**config.mk**
```make
export PLATFORM = sky130hd
export DESIGN_NAME = fcsel_state_selector
export DESIGN_NICKNAME = d
export VERILOG_FILES = /design/src/rtl/fcsel_pkg.sv /design/src/rtl/fcsel_need_sampler.sv /design/src/rtl/fcsel_cand_eval.sv /design/src/rtl/fcsel_pick.sv /design/src/rtl/fcsel_state_selector.sv
export SDC_FILE = /design/constraint.sdc
export NUM_CORES = 1
export LEC_CHECK = 0
export ABC_AREA = 1
export ABC_CLOCK_PERIOD_IN_PS = 45100
export BUFFER_PORTS_ARGS = -buffer_cell sky130_fd_sc_hd__buf_2
export CAP_MARGIN = 10
export CELL_PAD_IN_SITES_DETAIL_PLACEMENT = 1
export CELL_PAD_IN_SITES_GLOBAL_PLACEMENT = 2
export CORE_MARGIN = 5
export CORE_UTILIZATION = 38
export CTS_CLUSTER_DIAMETER = 60
export DETAILED_ROUTE_END_ITERATION = 16
export PLACE_DENSITY = 0.95
export REMOVE_ABC_BUFFERS = 1
export SETUP_SLACK_MARGIN = 0.2
export SLEW_MARGIN = 20
export SYNTH_ARGS = -nofsm -noshare
export SYNTH_HDL_FRONTEND = slang
export SYNTH_SLANG_ARGS = --single-unit
```
**constraint.sdc**
```tcl
create_clock -name clk_i -period 45.1 [get_ports clk_i]
set_input_delay 2.255 -clock clk_i [delete_from_list [all_inputs] [get_ports clk_i]]
set_output_delay 2.255 -clock clk_i [all_outputs]
set_load 0.05 [all_outputs]
```
**src/rtl/fcsel_pkg.sv**
```systemverilog
package fcsel_pkg;

   // Need and effect share one encoding so that a match is an equality test.
   localparam logic [1:0] NEED_NONE = 2'b00;
   localparam logic [1:0] NEED_CHG  = 2'b01;
   localparam logic [1:0] NEED_DIS  = 2'b10;

   // Effect on the capacitor between switch "below" and switch "above".
   function automatic logic [1:0] cap_effect(input logic below,
                                             input logic above,
                                             input logic neg);
      logic [1:0] e;
      e = NEED_NONE;
      if (above && !below)
         e = neg ? NEED_DIS : NEED_CHG;
      else if (!above && below)
         e = neg ? NEED_CHG : NEED_DIS;
      return e;
   endfunction

   function automatic logic [1:0] need_code(input logic hi_err, input logic lo_err);
      logic [1:0] n;
      case ({hi_err, lo_err})
         2'b10:   n = NEED_DIS;
         2'b01:   n = NEED_CHG;
         default: n = NEED_NONE;
      endcase
      return n;
   endfunction

endpackage

```
**src/rtl/fcsel_need_sampler.sv**
```systemverilog
module fcsel_need_sampler
   import fcsel_pkg::*;
#(
   parameter int NUM_CAP = 3
) (
   input  logic                    clk_i,
   input  logic                    rst_i,
   input  logic                    tick_i,
   input  logic [NUM_CAP-1:0]      err_pos_i,
   input  logic [NUM_CAP-1:0]      err_neg_i,
   output logic [NUM_CAP-1:0][1:0] need_o
);

   logic [NUM_CAP-1:0][1:0] live_need;
   logic [NUM_CAP-1:0][1:0] held_need;

   for (genvar k = 0; k < NUM_CAP; k++) begin : g_code
      assign live_need[k] = need_code(err_pos_i[k], err_neg_i[k]);
   end

   always_ff @(posedge clk_i) begin
      if (rst_i)
         held_need <= '0;
      else if (tick_i)
         held_need <= live_need;
   end

   // On a tick the fresh needs are used in the same cycle they are captured.
   assign need_o = tick_i ? live_need : held_need;

endmodule

```
**src/rtl/fcsel_cand_eval.sv**
```systemverilog
module fcsel_cand_eval
   import fcsel_pkg::*;
#(
   parameter  int NUM_SW  = 4,
   parameter  int CODE    = 0,
   localparam int NUM_CAP = NUM_SW - 1,
   localparam int LW      = $clog2(NUM_SW + 1),
   localparam int SCW     = $clog2(NUM_CAP + 1) + 1
) (
   input  logic [NUM_CAP-1:0][1:0] need_i,
   input  logic                    cur_neg_i,
   input  logic [NUM_SW-1:0]       present_i,
   output logic signed [SCW-1:0]   score_o,
   output logic [LW-1:0]           dist_o,
   output logic [LW-1:0]           level_o
);

   localparam logic [NUM_SW-1:0]     PAT = NUM_SW'(CODE);
   localparam logic signed [SCW-1:0] ONE = SCW'(1);

   always_comb begin
      logic signed [SCW-1:0] acc;
      acc = '0;
      for (int k = 0; k < NUM_CAP; k++) begin
         logic [1:0] eff;
         eff = cap_effect(PAT[k], PAT[k+1], cur_neg_i);
         if (need_i[k] != NEED_NONE && eff != NEED_NONE) begin
            if (eff == need_i[k])
               acc = acc + ONE;
            else
               acc = acc - ONE;
         end
      end
      score_o = acc;
   end

   assign dist_o  = LW'($countones(PAT ^ present_i));
   assign level_o = LW'($countones(PAT));

endmodule

```
**src/rtl/fcsel_pick.sv**
```systemverilog
module fcsel_pick #(
   parameter  int NUM_SW  = 4,
   localparam int NCAND   = 1 << NUM_SW,
   localparam int NUM_CAP = NUM_SW - 1,
   localparam int LW      = $clog2(NUM_SW + 1),
   localparam int SCW     = $clog2(NUM_CAP + 1) + 1
) (
   input  logic [LW-1:0]              target_i,
   input  logic [NCAND-1:0][LW-1:0]   lvl_i,
   input  logic [NCAND-1:0][SCW-1:0]  score_i,
   input  logic [NCAND-1:0][LW-1:0]   dist_i,
   output logic [NUM_SW-1:0]          best_o,
   output logic                       found_o
);

   // Linear scan with strict improvement: lowest code wins the last tie.
   always_comb begin
      logic signed [SCW-1:0] bs;
      logic [LW-1:0]         bd;
      found_o = 1'b0;
      best_o  = '0;
      bs      = '0;
      bd      = '0;
      for (int i = 0; i < NCAND; i++) begin
         if (lvl_i[i] == target_i) begin
            if (!found_o || $signed(score_i[i]) > bs ||
                ($signed(score_i[i]) == bs && dist_i[i] < bd)) begin
               found_o = 1'b1;
               best_o  = NUM_SW'(i);
               bs      = $signed(score_i[i]);
               bd      = dist_i[i];
            end
         end
      end
   end

endmodule

```
**src/rtl/fcsel_state_selector.sv**
```systemverilog
module fcsel_state_selector #(
   parameter  int NUM_SW  = 4,
   localparam int NUM_CAP = NUM_SW - 1,
   localparam int LW      = $clog2(NUM_SW + 1)
) (
   input  logic               clk_i,
   input  logic               rst_i,
   input  logic               tick_i,
   input  logic [LW-1:0]      level_i,
   input  logic               cur_neg_i,
   input  logic [NUM_CAP-1:0] err_pos_i,
   input  logic [NUM_CAP-1:0] err_neg_i,
   output logic [NUM_SW-1:0]  sw_o,
   output logic               valid_o
);

   localparam int            NCAND   = 1 << NUM_SW;
   localparam int            SCW     = $clog2(NUM_CAP + 1) + 1;
   localparam logic [LW-1:0] MAX_LVL = LW'(NUM_SW);

   if (NUM_SW < 2 || NUM_SW > 6) begin : g_bad_cfg
      $error("fcsel_state_selector: NUM_SW must lie in 2..6");
   end

   logic [NUM_CAP-1:0][1:0]  need;
   logic [NCAND-1:0][LW-1:0] cand_lvl;
   logic [NCAND-1:0][SCW-1:0] cand_score;
   logic [NCAND-1:0][LW-1:0] cand_dist;
   logic [NUM_SW-1:0]        best;
   logic                     found;
   logic [NUM_SW-1:0]        sw_q;
   logic [LW-1:0]            lvl_q;
   logic                     valid_q;
   logic                     legal;
   logic                     resel;

   fcsel_need_sampler #(.NUM_CAP(NUM_CAP)) u_need (
      .clk_i     (clk_i),
      .rst_i     (rst_i),
      .tick_i    (tick_i),
      .err_pos_i (err_pos_i),
      .err_neg_i (err_neg_i),
      .need_o    (need)
   );

   for (genvar c = 0; c < NCAND; c++) begin : g_cand
      logic signed [SCW-1:0] sc;
      fcsel_cand_eval #(.NUM_SW(NUM_SW), .CODE(c)) u_eval (
         .need_i    (need),
         .cur_neg_i (cur_neg_i),
         .present_i (sw_q),
         .score_o   (sc),
         .dist_o    (cand_dist[c]),
         .level_o   (cand_lvl[c])
      );
      assign cand_score[c] = sc;
   end

   fcsel_pick #(.NUM_SW(NUM_SW)) u_pick (
      .target_i (level_i),
      .lvl_i    (cand_lvl),
      .score_i  (cand_score),
      .dist_i   (cand_dist),
      .best_o   (best),
      .found_o  (found)
   );

   assign legal = (level_i <= MAX_LVL);
   assign resel = legal && found && (tick_i || level_i != lvl_q);

   always_ff @(posedge clk_i) begin
      if (rst_i) begin
         sw_q    <= '0;
         lvl_q   <= '0;
         valid_q <= 1'b0;
      end else begin
         valid_q <= resel;
         if (resel) begin
            sw_q  <= best;
            lvl_q <= level_i;
         end
      end
   end

   assign sw_o    = sw_q;
   assign valid_o = valid_q;

endmodule

```
=== Word-level counts from Yosys, hierarchy flattened ===
Cells that the tools add are included.

* Bitwise logic cells: 15
* Reduce and logical (&&, ||, !) cells: 77
* Add/subtract/negate cells: 54
* Multiplexer cells: 152
* Order comparisons: 31
* Equality and inequality tests: 30

{| class="wikitable"
|+ Operators by type and width
! cell !! number
|-
| $mux W3 || 85
|-
| $mux W4 || 29
|-
| $add A1 B1 Y2 || 26
|-
| $add A3 B3 Y3 || 16
|-
| $lt A3 B3 Y1 || 15
|-
| $eq A3 B3 Y1 || 13
|-
| $gt A3 B3 Y1 || 13
|-
| $mux W1 || 32
|-
| $logic_or A1 B1 Y1 || 31
|-
| $logic_and A1 B1 Y1 || 23
|-
| $add A3 B2 Y3 const B || 6
|-
| $sub A3 B2 Y3 const B || 6
|-
| $logic_not A1 Y1 || 15
|-
| $eq A2 B2 Y1 || 6
|-
| $not A2 Y2 || 6
|-
| $not A3 Y3 || 4
|-
| $pmux W2 S2 || 3
|-
| $reduce_bool A2 Y1 || 5
|-
| $logic_not A3 Y1 || 3
|-
| $eq A2 B1 Y1 const B || 3
|-
| $eq A2 B2 Y1 const B || 3
|-
| $eq A2 B3 Y1 const A || 2
|-
| $mux W6 || 1
|-
| $mux W2 || 2
|-
| 8 further kinds || 11
|}

* Register bits: 14
* Output and inout bits: 5
* Word-level logic and storage cells: 365
* Input bits: 13

=== Logic depth before layout (Yosys ltp) ===
Gate-level depths: netlist of run 1.

* Word-level depth: 83
* Depth in mapped cells: 128
* Gate-level depth less buffers: 122

=== By module ===
From an unflattened synthesis of run 1, not the netlist that was laid out.

* Cell total of the unflattened synthesis: 1327
* Area, all modules: 7731.2 sq um

{| class="wikitable"
|+ By module, submodules not included
! module !! times used !! area each (sq um) !! sequential area each (sq um) !! cells an instance
|-
| fcsel_pick || 1 || 3917.5 || 0.0 || 719
|-
| fcsel_cand_eval at g_cand[11].u_eval ... || 2 || 235.2 || 0.0 || 40
|-
| fcsel_state_selector || 1 || 419.2 || 160.2 || 65
|-
| fcsel_cand_eval at g_cand[5].u_eval || 1 || 370.4 || 0.0 || 57
|-
| fcsel_cand_eval at g_cand[10].u_eval || 1 || 347.8 || 0.0 || 55
|-
| fcsel_cand_eval at g_cand[2].u_eval || 1 || 265.3 || 0.0 || 46
|-
| fcsel_cand_eval at g_cand[4].u_eval || 1 || 264.0 || 0.0 || 45
|-
| fcsel_cand_eval at g_cand[6].u_eval || 1 || 259.0 || 0.0 || 47
|-
| fcsel_need_sampler || 1 || 251.5 || 120.1 || 37
|-
| fcsel_cand_eval at g_cand[9].u_eval || 1 || 242.7 || 0.0 || 42
|-
| fcsel_cand_eval at g_cand[1].u_eval ... || 2 || 118.9 || 0.0 || 18
|-
| fcsel_cand_eval at g_cand[14].u_eval ... || 2 || 115.1 || 0.0 || 17
|-
| fcsel_cand_eval at g_cand[3].u_eval || 1 || 122.6 || 0.0 || 19
|-
| fcsel_cand_eval at g_cand[0].u_eval || 1 || 112.6 || 0.0 || 15
|-
| +2 rows || -- || -- || -- || --
|}

=== Worst setup path before layout of run 1 ===
Ideal clock, no wire load.

* Path type: input -> register
* From: input port tick_i
* To: register sw_q[0] (netlist: sw_o[0])
* Stages: 118
* Required time: 45.030 ns
* Arrival time: 17.289 ns
* Buffers on the path: 6
* Library setup time: 0.070 ns
* Path slack: 27.741 ns
* Cell sequence: clkbuf_1 > inv_1 > a21oi_1 > inv_1 > nor2_1 > inv_1 > ha_1 > inv_1 > a21oi_1 > o21ai_0 > nand2_1 > inv_1 > ha_1 > a2111oi_0 > a211oi_1 > a21oi_1 > nand2_1 > inv_1 > [... 82 more ...] > a21oi_1 > o21ai_0 > xnor2_1 > a21oi_1 > nand2_1 > nand2_2 > buf_6 > nand2_1 > o21ai_1 > ha_1 > a21oi_1 > o21ai_0 > xnor2_1 > a21oi_1 > nand2_1 > nand2_2 > nand2_1 > a21oi_1

* Cells in the longest elaborated chain, start to end: 81
* Elaborated cells between the ends (all ways): 278
* Classes of those cells: add/sub: 12; order compare: 29; eq/ne: 19; mux: 145; reduce/logical: 73

{| class="wikitable"
|+ RTL lines
! what !! RTL line !! RTL
|-
| start: declaration || fcsel_state_selector.sv:8 || <nowiki>input logic tick_i,</nowiki>
|-
| $mux W6 || fcsel_need_sampler.sv:29 || <nowiki>assign need_o = tick_i ? live_need : held_need;</nowiki>
|-
| $eq A2 B2 Y1 or $reduce_bool A2 Y1 (tied branches) || fcsel_cand_eval.sv:28, fcsel_cand_eval.sv:27 ||
|-
| $mux W3 or $logic_and A1 B1 Y1 (tied branches) || fcsel_cand_eval.sv:28, fcsel_cand_eval.sv:27 ||
|-
| $mux W3 || fcsel_cand_eval.sv:27 || <nowiki>if (need_i[k] != NEED_NONE && eff != NEED_NONE) begin</nowiki>
|-
| $gt A3 B1 Y1 or $logic_not A3 Y1 (tied branches) || fcsel_pick.sv:26, fcsel_pick.sv:27 ||
|-
| $logic_or A1 B1 Y1 or $logic_and A1 B1 Y1 (tied branches) || fcsel_pick.sv:26, fcsel_pick.sv:27 ||
|-
| $logic_or A1 B1 Y1 || fcsel_pick.sv:26 || <nowiki>if (!found_o || $signed(score_i[i]) > bs ||</nowiki>
|-
| $mux W3 or $mux W1 (tied branches) || fcsel_pick.sv:26 ||
|-
| [... 64 more ...] || -- ||
|-
| $mux W3 or $mux W1 (tied branches) || fcsel_pick.sv:26 ||
|-
| $mux W3 or $mux W1 (tied branches) || fcsel_pick.sv:25 || <nowiki>if (lvl_i[i] == target_i) begin</nowiki>
|-
| $gt A1 B3 Y1, or another cell as far along || fcsel_pick.sv:26 ||
|-
| $logic_or A1 B1 Y1 or $logic_and A1 B1 Y1 (tied branches) || fcsel_pick.sv:26, fcsel_pick.sv:27 ||
|-
| $logic_or A1 B1 Y1 || fcsel_pick.sv:26 ||
|-
| $mux W1 || fcsel_pick.sv:26 ||
|-
| $mux W1 || fcsel_pick.sv:25 ||
|-
| $logic_and A1 B1 Y1 (2 in a row) || fcsel_state_selector.sv:69 || <nowiki>assign resel = legal && found && (tick_i || level_i != lvl_q);</nowiki>
|-
| end signal: assignment || fcsel_state_selector.sv:79 || <nowiki>sw_q <= best;</nowiki>
|-
| end: declaration || fcsel_state_selector.sv:31 || <nowiki>logic [NUM_SW-1:0] sw_q;</nowiki>
|}

Parallel ways exist; a longest one is shown, timed or not.
A chain may end at the register's enable or synchronous reset.

=== Worst setup path after layout of run 1 ===
Ends and elaborated chain as after synthesis.

==> impl_metrics.yaml, run 1 <==
placement:
  port_buffers: 17
  place_area_um2: 4438
  gp_congestion: 0.8640
  dp.final_hpwl_mm: 11.82
  dp_slack_ps: 24700
setup_path:
  required_ps: 45290
  cp_max_fo: 13
  worst-setup-path-type: "input port to flop"
  crit_top_cell: "o21ai_0"
  crit_path_top_delay_cell: "o21ai_0"
  start_kind: "input port"
  path_buf_inv: 15
  cpLargestDelayFamily: "compound AO/OA/AOI/OAI gates"
  critical_path_arrival_ps: 20500
  critPathCaptureType: "flop"
  slowest_delay_ps: 480
synth:
  synth_top_area_share_pct: 21.67
  ys.flop_type: "dfxtp_1"
  ys_types: 41
  avgSynthCellArea_um2: 6.301
  ys_ff_latch: 14
  yosysSeqAreaShare_pct: 6.649
  ys_warn_count: 0
  synthArstFlopShare_pct: 0
  synthCells: 669
  synth_edf_count: 0
  yosysTopAreaCell: "ha_1"
  syn_area_um2: 4215
  synth_area_leaders: "ha_1 (22%), nand2_1 (15%), inv_1 (11%)"
routing:
  ant_nets: 0
  routed-via-count: 4387
  firstDrtPassIters: 4
  drt_iter0_drc: 213
  wirelength_mm: 13.76
  wire_per_inst_um: 16.70
  viasPerCell: 5.324
  drc: 0
timing:
  fin_tns_setup_ps: 0
  period_needed_ps: 20310
  rsz0062_at_grt: "false"
  max_freq_ghz: 0.04923
  max-slew-margin-rel_pct: 31.75
  setup_violations: 0
  finClkSkew_ps: 6.969
  finalHoldViolCount: 0
  fin_ws_ps: 24790
  drv_slew: 0
  finalCritPeriodShare_pct: 45.04
  tightest_slew_ps: 997.9
die:
  initial_core_util_pct: 38.89
  coreArea_um2: 10840
  die_h_um: 115.3
  placementRows: 38
  ios: 18
  fp.dieArea_um2: 13300
  die_w_um: 115.3
clock_tree:
  cts_root_buf: "clkbuf_8"
  cts_resized: 0
  cts_setup_buffers: 0
  cts_max_level: 1
  cts_buffers: 3
  tritoncts: "done"
  cts.hold.buffers_added: 0
  path_clk_slew_ps: 70
  cts.sinks: 14
  insertion_delay_ps: 260
  cts_buffer_depth: 2
layout:
  fillers: 1523
  final_cell_mix: "nand2_1 (168), inv_1 (120), ha_1 (73)"
  syn_to_final_growth_pct: 6.590
  final_common_cell: "nand2_1"
  drive_above_1_share_pct: 7.895
  diodes: 0
  final_net_count: 790
  final_area_um2: 4493
grt:
  grt.total_usage_pct: 21.88
  grt_pass1_vias: 4799
  grt_overflow: 0
  antenna_found_initial: 0
  grt_pass1_wl_mm: 23.44
  grt_max_degree: 18
power_and_ir_drop:
  p_int_uw: 79.46
  fin_total_pwr_uw: 184.7
  switchingPower_uw: 105.2
  pwr-share-seq_pct: 7.7
  ir_drop_mv: 0.01664
  sw_frac_of_total_pct: 56.97
  p_leak_uw: 0.002459
  power_density_nw_per_um2: 41.10
  combPwrFrac_pct: 85.2
  pwr-share-clk_pct: 7.1
worst_hold_path:
  hp-class: "flop to flop"
job:
  drv_cap: 0
status:
  status: "completed"
-- power by group through the flow --
stage,Sequential (µW),Clock (µW),Combinational (µW)
6_report,14.3,13.0,157
5_1_grt,14.4,13.9,183
4_1_cts,14.3,13.1,158
3_5_place_dp,14.6,0,157
3_3_place_gp,14.5,0,148
2_1_floorplan,16.3,0,115
-- cell usage after synthesis (2+ instances only) --
| library cell | count |
|---|---|
| nand3_1 | 27 |
| o211ai_1 | 5 |
| nand3_2 | 3 |
| o21ai_2 | 3 |
| nand3b_1 | 3 |
| clkbuf_1 | 3 |
| fa_1 | 19 |
| xnor2_1 | 7 |
| nand2_2 | 10 |
| nand4_1 | 3 |
| o21ai_1 | 11 |
| dfxtp_1 | 14 |
| a2111oi_0 | 2 |
| inv_1 | 120 |
| nand2_1 | 168 |
| o21ai_0 | 66 |
| or2_2 | 4 |
| inv_2 | 2 |
| xor2_1 | 6 |
| nor2_1 | 36 |
| nor3_1 | 8 |
| buf_4 | 3 |
| a31oi_1 | 4 |
| a21oi_1 | 40 |
| a211oi_1 | 10 |
| ha_1 | 73 |
| nand2_4 | 2 |
| buf_6 | 3 |
| o31ai_1 | 2 |
-- per-stage QoR --
| stage | utilization, % | std cells | hold WS [ps] |
|---|---|---|---|
| after floorplan | - | 658 | 443.3 |
| after global placement | 40.94 | 820 | 462.3 |
| after detailed placement | 40.94 | 820 | 474.3 |
| after CTS | 41.45 | 824 | 485.9 |
| after global routing | 41.45 | 824 | 502.0 |
| final | 41.45 | 824 | 481.7 |
-- worst reg2reg max path: cells and delay by family, from the launching register on --
kind            cells  cell delay [ps]
compound gates     44             7320
simple gates       37             4440
fa+ha+maj          12             3930
buf+inv            14             1540
xor+xnor            5              760
flops               1              300
-- path summary, 6_finish.rpt --
kind | slack, ps | endpoint | cells past startpoint | startpoint
max | 24790 | sw_o[0] | 113 | tick_i
min | 480 | lvl_q[1] | 2 | lvl_q[1]
max reg2reg | 26760 | sw_o[0] | 112 | u_need.held_need[1]
min reg2reg | 480 | lvl_q[1] | 2 | lvl_q[1]
-- kinds of logic (layout without fill, tap and decap cells) --
kind of cell    after synthesis  after routing  synth area share [%]
compound gates              151            151                 20.24
flops                        14             14                 6.649
xor+xnor                     13             13                 2.701
fa+ha+maj                    92             92                 30.69
simple gates                265            265                 26.86
buf+inv                     134            149                 12.85
-- layout make-up --
class	count	area, µm²	share of cell area (%)
multi-input cells	521	3398	75.63
inverters	123	461.7	10.28
flip-flops and latches	14	280.3	6.238
well taps	140	175.2	3.899
repair buffers	22	122.6	2.729
clock buffers	4	55.05	1.225
-- registers in the layout, summed over array words and instances, names as in the netlist --
signal and cells:
lvl_q 3, sw_o 4, valid_o 1, u_need.held_need 6
-- layer usage --
layer	wire length (µm)	global-route usage, %
met5	0	0
met4	282	5.556
met3	398	2.632
met2	6841	39.85
met1	6235	27.23
No activity file was read; power rests on OpenSTA's default activity.
==> run 2: changes to the inputs <==
Settings changed: ABC_CLOCK_PERIOD_IN_PS 45100 to 19400, CORE_UTILIZATION 38 to 35, PLACE_DENSITY 0.95 to 0.92.
Clock period 45.1 ns to 19.4 ns, I/O delays scaled along.
==> run 2 against run 1 <==
Net effect: final cell count up 1.7%; non-clock buffer count up 7; clock power rose to 3.3 times the previous value; via count rose by 0.73%; sequential share of layout area shrank 0.29 points; power grew to 2.5 times the previous value; die area increased by 7.8%.
==> impl_metrics.yaml, run 2 (same netlist as run 1, synthesis figures left out) <==
layout:
  layoutNonFillerInstCount: 838
  final_cell_mix: "nand2_1 (165), inv_1 (116), ha_1 (71)"
  drive_above_1_share_pct: 11.58
  largest_reg_flops: 6
  final_common_cell: "nand2_1"
  final_area_um2: 4716
  regMostFlops: "u_need.held_need"
  final_net_count: 797
  syn_to_final_growth_pct: 11.87
  diodes: 0
placement:
  dp.final_hpwl_mm: 11.78
  port_buffers: 17
  dp.cells: 829
  place_area_um2: 4462
  gp_congestion: 0.9039
clock_tree:
  cts_buffer_depth: 2
  cts.hold.buffers_added: 0
  cts_root_buf: "clkbuf_16"
  tritoncts: "done"
  cts.sinks: 14
  insertion_delay_ps: 240
  cts_buffers: 3
  cts_max_level: 1
  path_clk_slew_ps: 50
grt:
  antenna_found_initial: 0
  grt_pass1_vias: 4763
  grt_pass1_wl_mm: 23.09
  grt_overflow: 0
  grt.total_usage_pct: 19.50
  grt_max_degree: 18
timing:
  drv_slew: 0
  max-slew-margin-rel_pct: 46.75
  rsz0062_at_grt: "false"
  fin_tns_setup_ps: 0
  hold_slack_ps: 471.4
  finClkSkew_ps: 0.6639
  finalCritPeriodShare_pct: 89.43
  tightest_slew_ps: 794.4
  max_freq_ghz: 0.05764
  period_needed_ps: 17350
  finalHoldViolCount: 0
  setup_violations: 0
die:
  die_w_um: 119.7
  placementRows: 40
  ios: 18
  coreArea_um2: 11910
  fp.dieArea_um2: 14340
  die_h_um: 119.7
  initial_core_util_pct: 35.39
setup_path:
  path_buf_inv: 17
  worst-setup-path-type: "input port to flop"
  required_ps: 19580
  critPathCaptureType: "flop"
  crit_path_top_delay_cell: "a2111oi_4"
  worstReg2RegStart: "sw_o[0]"
  critical_path_arrival_ps: 17520
  cp-startpoint: "tick_i"
  crit_top_cell: "nand2_1"
  cp_max_fo: 13
  slowest_delay_ps: 380
  start_kind: "input port"
  cpLargestDelayFamily: "compound AO/OA/AOI/OAI gates"
routing:
  routed-via-count: 4419
  wire_per_inst_um: 16.32
  drt_iter0_drc: 130
  ant_nets: 0
  firstDrtPassIters: 4
  drc: 0
  viasPerCell: 5.273
  wirelength_mm: 13.68
worst_hold_path:
  hp-class: "flop to flop"
  hold_start: "lvl_q[0]"
power_and_ir_drop:
  p_leak_uw: 0.002531
  power_density_nw_per_um2: 98.35
  ir_drop_mv: 0.05357
status:
  status: "completed"
job:
  drv_cap: 0
==> run 2: changes by cell type in the layout (fill, tap and decap cells not counted), sizes merged <==
cell      change
buf           +7
clkinvlp      +1
inv           -1
==> run 2: final cells by class <==
class / count / area [µm²]
tap: 147 / 183.9
multi-input combinational: 521 / 3518
timing repair buffer: 29 / 178.9
clock buffer: 4 / 88.84
inverter: 123 / 465.4
sequential: 14 / 280.3
fill: 1600 / 7196
==> run 2: per-stage QoR <==
stage / utilization (%) / power [µW] / setup WS (ps)
2_1_floorplan: - / 304.4 / 3317
3_3_place_gp: 37.46 / 378.5 / 1264
3_5_place_dp: 37.46 / 400.3 / 593.3
4_1_cts: 38.20 / 447.7 / 633.4
5_1_grt: 39.59 / 525.8 / 162.1
6_report: 39.59 / 463.8 / 2050
==> run 2: where the power goes <==
group	total, µW	leakage (µW)	switching [µW]	internal (µW)
Combinational	388	0.00237	242	146
Clock	42.7	0.0000442	11.6	31.2
Sequential	33.5	0.000115	2.46	31.1
Total	464	0.00253	256	208
==> run 2: worst register-to-register path, delay by kind of cell, from the launching register on <==
family / cells / cell delay, ps
buffers and inverters: 14 / 1360
AND/OR/NAND/NOR: 43 / 4520
flip-flops: 1 / 470
XOR/XNOR: 5 / 730
adder cells (fa/ha/maj): 14 / 4710
AO/OA/AOI/OAI: 36 / 4790
==> run 2: layer usage <==
layer,vias to the layer above,track usage (%),wire (µm)
met5,-,0,0
met2,58,36.65,6976
met3,18,1.414,333
met1,2116,24.47,6146
met4,0,3.651,221
li1,2227,-,-
==> run 2: path summary, 6_finish.rpt <==
path	end	slack, ps	cells past startpoint
max	sw_o[0]	2050	118
min	lvl_q[0]	470	2
max reg2reg	sw_o[0]	2730	112
min reg2reg	lvl_q[0]	470	2
==> run 2: repair_timing <==
action                                 CTS  global route
resized for setup                        0            39
setup endpoints to repair                0             4
endpoints found under the hold margin    0             0
setup buffers                            0             5
==> run 3: changes to the inputs <==
Settings changed: CORE_UTILIZATION 35 to 36, CTS_BUF_LIST set to sky130_fd_sc_hd__clkbuf_8, PLACE_DENSITY 0.92 to 0.94.
==> run 3 against run 2 <==
Net effect: highest routed layer unchanged; flip-flop and latch count is the same; critical path depth is 2 higher; largest cell class unchanged; power is 3.8% lower; critical endpoint unchanged.
==> impl_metrics.yaml, run 3 (same netlist as run 1, synthesis figures left out) <==
status:
  status: "completed"
timing:
  finalHoldViolCount: 0
  hold_slack_ps: 484.3
  rsz0062_at_grt: "false"
  fin_tns_setup_ps: 0
  finClkSkew_ps: 0.4698
  setup_violations: 0
  finalCritPeriodShare_pct: 89.85
  period_needed_ps: 17430
  max_freq_ghz: 0.05737
  max-slew-margin-rel_pct: 48.36
  drv_slew: 0
  tightest_slew_ps: 772.6
setup_path:
  critPathCaptureType: "flop"
  required_ps: 19580
  crit_path_top_delay_cell: "a2111oi_2"
  path_buf_inv: 18
  slowest_delay_ps: 370
  crit_top_cell: "nand2_1"
  cp_max_fo: 13
  critical_path_arrival_ps: 17610
  start_kind: "input port"
  rrSetupSlack_ps: 2680
  worst-setup-path-type: "input port to flop"
  cpLargestDelayFamily: "compound AO/OA/AOI/OAI gates"
clock_tree:
  cts_buffer_depth: 2
  insertion_delay_ps: 250
  tritoncts: "done"
  cts.sinks: 14
  path_clk_slew_ps: 60
  cts_root_buf: "clkbuf_8"
  cts_buffers: 3
  cts.hold.buffers_added: 0
  cts_max_level: 1
layout:
  diodes: 0
  final_common_cell: "nand2_1"
  final_cell_mix: "nand2_1 (165), inv_1 (117), ha_1 (72)"
  fillers: 1537
  regMostFlops: "u_need.held_need"
  final_net_count: 799
  syn_to_final_growth_pct: 10.72
  layoutNonFillerInstCount: 836
  largest_reg_flops: 6
  drive_above_1_share_pct: 11.69
die:
  die_w_um: 118.2
  die_h_um: 118.2
  placementRows: 39
  ios: 18
  initial_core_util_pct: 36.76
  fp.dieArea_um2: 13970
  coreArea_um2: 11470
job:
  drv_cap: 0
routing:
  routed-via-count: 4412
  firstDrtPassIters: 4
  viasPerCell: 5.278
  drc: 0
  drt_iter0_drc: 143
  wirelength_mm: 13.71
  wire_per_inst_um: 16.40
  ant_nets: 0
grt:
  grt_pass1_wl_mm: 22.79
  grt_overflow: 0
  antenna_found_initial: 0
  grt_max_degree: 18
  grt_pass1_vias: 4664
  grt.total_usage_pct: 19.52
worst_hold_path:
  hp-class: "flop to flop"
placement:
  port_buffers: 17
  gp_congestion: 0.8983
  dp.cells: 824
  dp.final_hpwl_mm: 11.83
power_and_ir_drop:
  power_density_nw_per_um2: 95.61
  ir_drop_mv: 0.04112
  fin_total_pwr_uw: 446.2
  p_leak_uw: 0.002526
==> run 3: final timing paths <==
kind                   end  depth (start not counted)                start
setup / recovery   sw_o[0]                        120               tick_i
hold reg to reg   lvl_q[0]                          2             lvl_q[0]
setup reg to reg   sw_o[0]                        117  u_need.held_need[0]
hold / removal    lvl_q[0]                          2             lvl_q[0]
==> run 3: metrics by stage <==
stage	utilization, %	setup slack, ps	cell area (µm²)
6_report	40.70	1969	4667
5_1_grt	40.70	166.3	4667
4_1_cts	39.28	446.7	4504
3_5_place_dp	38.80	383.4	4449
3_3_place_gp	38.80	1226	4449
2_1_floorplan	-	3317	4135
==> run 3: tightest hold or removal path: cells and delay by family, from the launching register on <==
family	cells	cell delay (ps)
DFF	1	320
and+or+nand+nor	1	70
AOI/OAI and AO/OA	1	50
==> run 3: routing by layer <==
layer	wire length, µm	GRT usage [%]	vias up
met2	7035	37.59	48
li1	-	-	2230
met1	6195	23.75	2118
met5	0	0	-
met4	222	3.082	0
met3	260	1.671	16
==> run 3: timing repair <==
item,4_1_cts,5_1_grt
buffers inserted,0,8
gates resized for setup,0,36
setup endpoints to repair,0,4
endpoints found under the hold margin,0,0
==> run 3: power breakdown <==
group          switching (µW)  total (µW)  internal (µW)
logic                     239         384            144
clock network            11.1        29.1           18.0
registers                2.28        33.3           31.0
==> run 3: cell type report <==
type	count	area [µm²]	area share (%)
Clock buffer	4	55.05	1.180
Timing Repair Buffer	31	190.2	4.075
Multi-Input combinational cell	521	3497	74.93
Tap cell	143	178.9	3.834
Sequential cell	14	280.3	6.005
Inverter	123	465.4	9.973
